<file path="src/rtl/flash_rst_pkg.sv">
package flash_rst_pkg;

    typedef enum logic [1:0] {
        ST_RESET   = 2'd0,
        ST_RECOVER = 2'd1,
        ST_SHADOW  = 2'd2,
        ST_READY   = 2'd3
    } rec_state_t;

    // register word addresses
    localparam int ADR_CTRL = 0;
    localparam int ADR_STAT = 1;
    localparam int ADR_SHDW = 2;

    // control word bit positions
    localparam int CTL_PGM = 0;
    localparam int CTL_ERS = 1;
    localparam int CTL_HV  = 2;

    // status word bit positions
    localparam int STS_DONE = 0;
    localparam int STS_ERR  = 1;

endpackage

</file>
<file path="src/rtl/flash_rst_fsm.sv">
module flash_rst_fsm
    import flash_rst_pkg::*;
#(
    parameter int REC_CYCLES = 8
) (
    input  logic clk,
    input  logic rst_n,
    input  logic shd_ack,
    output logic shd_req,
    output logic load_shadow,
    output logic done
);

    localparam int CW = $clog2(REC_CYCLES + 1);
    localparam logic [CW-1:0] CNT_LAST = CW'(REC_CYCLES - 1);

    rec_state_t     state_q, state_d;
    logic [CW-1:0]  cnt_q;

    // state register
    always_ff @(posedge clk or negedge rst_n) begin
        if (!rst_n) state_q <= ST_RESET;
        else        state_q <= state_d;
    end

    // recovery counter
    always_ff @(posedge clk or negedge rst_n) begin
        if (!rst_n)                      cnt_q <= '0;
        else if (state_q == ST_RECOVER)  cnt_q <= cnt_q + 1'b1;
        else                             cnt_q <= '0;
    end

    // next state
    always_comb begin
        state_d = state_q;
        unique case (state_q)
            ST_RESET:   state_d = ST_RECOVER;
            ST_RECOVER: if (cnt_q == CNT_LAST) state_d = ST_SHADOW;
            ST_SHADOW:  if (shd_ack) state_d = ST_READY;
            ST_READY:   state_d = ST_READY;
            default:    state_d = ST_RESET;
        endcase
    end

    // outputs
    always_comb begin
        shd_req     = 1'b0;
        load_shadow = 1'b0;
        done        = 1'b0;
        unique case (state_q)
            ST_RESET, ST_RECOVER: ;
            ST_SHADOW: begin
                shd_req     = 1'b1;
                load_shadow = shd_ack;
            end
            ST_READY:  done = 1'b1;
            default:   ;
        endcase
    end

endmodule

</file>
<file path="src/rtl/flash_rst_regs.sv">
module flash_rst_regs
    import flash_rst_pkg::*;
#(
    parameter int DW = 16,
    parameter int AW = 2
) (
    input  logic          clk,
    input  logic          rst_n,
    input  logic          done,
    input  logic          wr,
    input  logic [AW-1:0] addr,
    input  logic [DW-1:0] wdata,
    input  logic          load,
    input  logic [DW-1:0] shd_data,
    output logic [DW-1:0] rdata,
    output logic          stale,
    output logic          hv_en,
    output logic          err,
    output logic [DW-1:0] ctrl
);

    localparam logic [AW-1:0] A_CTRL = AW'(ADR_CTRL);
    localparam logic [AW-1:0] A_STAT = AW'(ADR_STAT);
    localparam logic [AW-1:0] A_SHDW = AW'(ADR_SHDW);

    logic [DW-1:0] ctrl_q, shdw_q;
    logic          err_q;

    always_ff @(posedge clk or negedge rst_n) begin
        if (!rst_n) begin
            ctrl_q <= '0;
            shdw_q <= '0;
            err_q  <= 1'b0;
        end else begin
            if (load) shdw_q <= shd_data;
            if (wr) begin
                if (!done) begin
                    err_q <= 1'b1;
                end else if (addr == A_CTRL) begin
                    ctrl_q <= wdata;
                end else if (addr == A_STAT && wdata[STS_ERR]) begin
                    err_q <= 1'b0;
                end
            end
        end
    end

    always_comb begin
        rdata = '0;
        if (addr == A_CTRL) begin
            rdata = ctrl_q;
        end else if (addr == A_STAT) begin
            rdata[STS_DONE] = done;
            rdata[STS_ERR]  = err_q;
        end else if (addr == A_SHDW) begin
            rdata = shdw_q;
        end
    end

    assign stale = (addr == A_SHDW) && !done;
    assign hv_en = ctrl_q[CTL_HV] & (ctrl_q[CTL_PGM] | ctrl_q[CTL_ERS]);
    assign err   = err_q;
    assign ctrl  = ctrl_q;

endmodule

</file>
<file path="src/rtl/flash_rst_seq.sv">
module flash_rst_seq #(
    parameter int DW         = 16,
    parameter int AW         = 2,
    parameter int REC_CYCLES = 8
) (
    input  logic          clk,
    input  logic          rst_n,
    input  logic          reg_wr,
    input  logic [AW-1:0] reg_addr,
    input  logic [DW-1:0] reg_wdata,
    output logic [DW-1:0] reg_rdata,
    output logic          reg_stale,
    output logic          shd_req,
    input  logic          shd_ack,
    input  logic [DW-1:0] shd_data,
    output logic          hv_en,
    output logic          ready_done,
    output logic          wr_err
);

    logic          load_shadow;
    logic [DW-1:0] ctrl_word;

    flash_rst_fsm #(
        .REC_CYCLES (REC_CYCLES)
    ) u_fsm (
        .clk         (clk),
        .rst_n       (rst_n),
        .shd_ack     (shd_ack),
        .shd_req     (shd_req),
        .load_shadow (load_shadow),
        .done        (ready_done)
    );

    flash_rst_regs #(
        .DW (DW),
        .AW (AW)
    ) u_regs (
        .clk      (clk),
        .rst_n    (rst_n),
        .done     (ready_done),
        .wr       (reg_wr),
        .addr     (reg_addr),
        .wdata    (reg_wdata),
        .load     (load_shadow),
        .shd_data (shd_data),
        .rdata    (reg_rdata),
        .stale    (reg_stale),
        .hv_en    (hv_en),
        .err      (wr_err),
        .ctrl     (ctrl_word)
    );

endmodule

</file>
<file path="config.mk">
export PLATFORM = sky130hd
export DESIGN_NAME = flash_rst_seq
export DESIGN_NICKNAME = d
export VERILOG_FILES = /design/src/rtl/flash_rst_pkg.sv /design/src/rtl/flash_rst_fsm.sv /design/src/rtl/flash_rst_regs.sv /design/src/rtl/flash_rst_seq.sv
export SDC_FILE = /design/constraint.sdc
export NUM_CORES = 1
export LEC_CHECK = 0
export BUFFER_PORTS_ARGS = -buffer_cell sky130_fd_sc_hd__buf_2
export CAP_MARGIN = 20
export CORE_ASPECT_RATIO = 1.25
export CORE_MARGIN = 3
export CORE_UTILIZATION = 48
export DETAILED_ROUTE_END_ITERATION = 7
export PLACE_DENSITY = 0.76
export REMOVE_ABC_BUFFERS = 1
export SETUP_SLACK_MARGIN = 0.1
export SLEW_MARGIN = 20
export SYNTH_ARGS = -nofsm -noshare
export SYNTH_HDL_FRONTEND = slang
export SYNTH_HIERARCHICAL = 1
export SYNTH_SLANG_ARGS = --single-unit
</file>
<file path="constraint.sdc">
create_clock -name clk -period 2.1 [get_ports clk]
set_clock_uncertainty 0.05 [all_clocks]
set_input_delay 0.42 -clock clk [delete_from_list [all_inputs] [get_ports clk]]
set_output_delay 0.42 -clock clk [all_outputs]
set_load 0.01 [all_outputs]
</file>
==> metrics.md <==
| Metric | Value |
|---|---|
| Wire length on met2 | 1.861 mm |
| DIE HEIGHT | 75.73 um |
| Clock buffer depth | 2 |
| DRT Wirelength | approximately 3.8 mm |
| Reg power frac | 51.2% |
| Post-Syn Area per Cell | 13.63 um^2 |
| Post-synth top area cell | dfrtp_1 |
| Routed via count | 1246 |
| Std-Cell Core Area | 3603 um^2 |
| Seq/Total Area, Yosys | 52.28% |
| Clock sink count | 39 |
| Setup_tns | 0 ns |
| Achievable Freq | 542.5 MHz |
| CP max-delay cell | dfrtp_1 |
| TritonCTS clock tree | yes |
| Netlist cell types | 28 |
| Net Sw Frac | 24.70% |
| Clock network power share | between 30% and 40% |
| Hpwl dp | between 2 and 3 mm |
| H-tree levels | 2 |
| Cts repair resizes | 0 |
| Sw Pwr | 0.4378 mW |
| Dominant synthesized flop cell | dfrtp_1 |
| Dpl ws | 0.2018 ns |
| DR top layer | met4 |
| Met1 WL | 1.614 mm |
| Via-to-Cell Ratio | approximately 5.2 |
| # Max-Cap Violations | 0 |
| Post-Synthesis Cells | 137 |
| Setup CP Type | reg -> out |
| CP startpoint | u_fsm/state_q[0] |
| Routed Antenna Nets | 0 |
| Vias in the first global route | 1259 |
| First-pass GRT wire length | 5.747 mm |
| WP buf/inv | 1 |
| Arr. time, crit path | between 1 and 1.5 ns |
| Netlist Area Pre-Place | around 1900 um^2 |
| WL met3 | 233 um |
| I/O pin count | 59 |
| Synth top area cells | dfrtp_1, mux2_2, mux2i_1 |
| Total chip power | about 1.8 mW |
| Fin. Hold Viols | 0 |
| RSZ-0062 raised after global routing | no |
| Largest net degree at the start of global routing | 40 |
| # DRC | 0 |
| Total die area | 4678 um^2 |
| Cell Pwr Density | 776.6 nW/um^2 |
| Worst setup EP type | output pin |
| FP Rows | 24 |
| Clk root buf | clkbuf_8 |
| Comb pwr share | 18.0% |
| Layout area overhead | 22.25% |
| Width of the chip | 61.78 um |
| Iter 0 DRT Violations | 29 |
| Synthesis-stage register bit count | 39 |
| Total CTS buffers | 5 |
| Tmin final | 1.843 ns |
| CP startpoint kind | flip-flop |
| Clk_lat worst skew | 0.28 ns |
| Setup bufs post-CTS | 0 |
| Reg clk slew, reported paths | 0.07 ns |
| Worst hold path class | in -> async |
| Initial core utilization | 51.81% |
| Synth cell count leaders | dfrtp_1, mux2_2, mux2i_1, nor2_1, mux2_4 |
| DRT Pass-1 Iters | 4 |
| Layout Cell Area excl Fill | 2282 um^2 |
| FF-to-FF Start | u_fsm/state_q[0] |
| Cell Area, Placed | 2176 um^2 |
| Max-slew headroom | about two thirds |
| Final global-route overflow total | 0 |
| Worst stage delay on the critical path | 0.43 ns |
| Worst Tran Pin Value | approximately 0.47 ns |
| Final nets | 238 |
| Crit path cell chain | and2_2 > mux2i_1 > o2bb2ai_1 > buf_2 |
| Number of diodes | 0 |
| Hold WS | roughly 0.13 ns |
| Layout cell share with drive strength beyond 1 | between 50% and 60% |
| Slew Viols, Final | 0 |
| Post-CTS Hold Buffers | 0 |
| Peak VDD IR | 0.3984 mV |
| Ys async rst share | 100.0% |
| Synth top area share | roughly 52% |
| Int Power | roughly 1.3 mW |
| Cell family with most CP delay | flip-flops |
| Setup violators final | 0 |
| Initial antenna violation count | 0 |
| EDFF count, synth | 0 |
| Final WS setup | 0.2568 ns |
| Final Cycle Share | 87.77% |
| Req. time, crit path | 1.63 ns |
| Count leader, synth | dfrtp_1 |
| Static Leak | 1.186 nW |
| Ys Warns | 6 |
| IO buf count | between 50 and 60 |
| Worst-path fanout max | 6 |
| Gr usage total | 17.35% |
| Routed WL per cell | approximately 16 um |
| Routability congestion estimate | about 0.80 |
| Outcome | complete, no violations |
==> power by group through the flow <==
stage / sequential [mW] / clock [mW] / combinational, mW
floorplan: 0.901 / 0 / 0.195
global placement: 0.913 / 0 / 0.310
detailed placement: 0.921 / 0 / 0.322
CTS: 0.907 / 0.558 / 0.323
global route: 0.919 / 0.594 / 0.352
finish: 0.907 / 0.546 / 0.319
==> flip-flops by register name (all words and copies together), names as in the netlist <==
| register | cells |
|---|---|
| u_regs/ctrl | 16 |
| u_fsm/cnt_q | 4 |
| u_regs/err | 1 |
| u_fsm/state_q | 2 |
| u_regs/shdw_q | 16 |
==> worst reg2reg max path, cell delays in order, from the launching register on <==
cell	delay [ns]
dfrtp_1	0.42
and2_2	0.20
nor4bb_4	0.30
buf_4	0.27
mux2_2	0.37
==> placed cells by master (no fill, tap or decap), drive strengths merged, types with 2 or more instances in the layout <==
| master | n |
|---|---|
| nor2 | 17 |
| mux2i | 17 |
| and2 | 3 |
| mux2 | 32 |
| buf | 62 |
| o2bb2ai | 2 |
| nand3b | 2 |
| clkbuf | 8 |
| inv | 4 |
| dfrtp | 39 |
==> worst paths after layout <==
path | cells after the start | end | slack, ns
hold / removal | 2 | u_regs/shdw_q[12] | 0.13
min in group clk | 2 | u_regs/shdw_q[2] | 0.31
hold reg to reg | 1 | u_fsm/cnt_q[0] | 0.43
max in group asynchronous | 2 | u_fsm/cnt_q[2] | 1.55
setup reg to reg | 4 | u_regs/ctrl[15] | 0.38
setup / recovery | 4 | reg_rdata[0] | 0.26
==> routing by layer <==
layer,vias to the layer above,track usage [%]
met4,0,6.368
met1,603,20.67
li1,594,-
met2,45,29.22
met5,-,0
met3,4,5.254
==> kinds of logic (layout without fill, tap and decap cells) <==
logic type | after synthesis | after routing | synth area share (%)
AO/OA/AOI/OAI | 6 | 6 | 2.682
XOR/XNOR | 1 | 1 | 0.4693
adder cells (fa/ha/maj) | 1 | 1 | 0.6701
buffers and inverters | 12 | 75 | 4.424
flip-flops | 39 | 39 | 52.28
multiplexers | 49 | 49 | 30.43
AND/OR/NAND/NOR | 29 | 29 | 9.048
==> area by class of cell <==
class / instances / area [um^2]
well taps: 39 / 48.80
clock buffers: 7 / 96.34
multi-input cells: 86 / 808.3
flip-flops and latches: 39 / 975.9
clock inverters: 1 / 7.507
fillers: 287 / 1321
repair buffers: 63 / 330.3
inverters: 4 / 15.01
==> metrics by stage <==
stage | utilization [%] | instances
6_report | 63.33 | 239
2_1_floorplan | - | 129
3_5_place_dp | 60.38 | 231
4_1_cts | 63.26 | 239
5_1_grt | 63.33 | 239
3_3_place_gp | 60.38 | 231
Power figures use the tool's default switching activity.
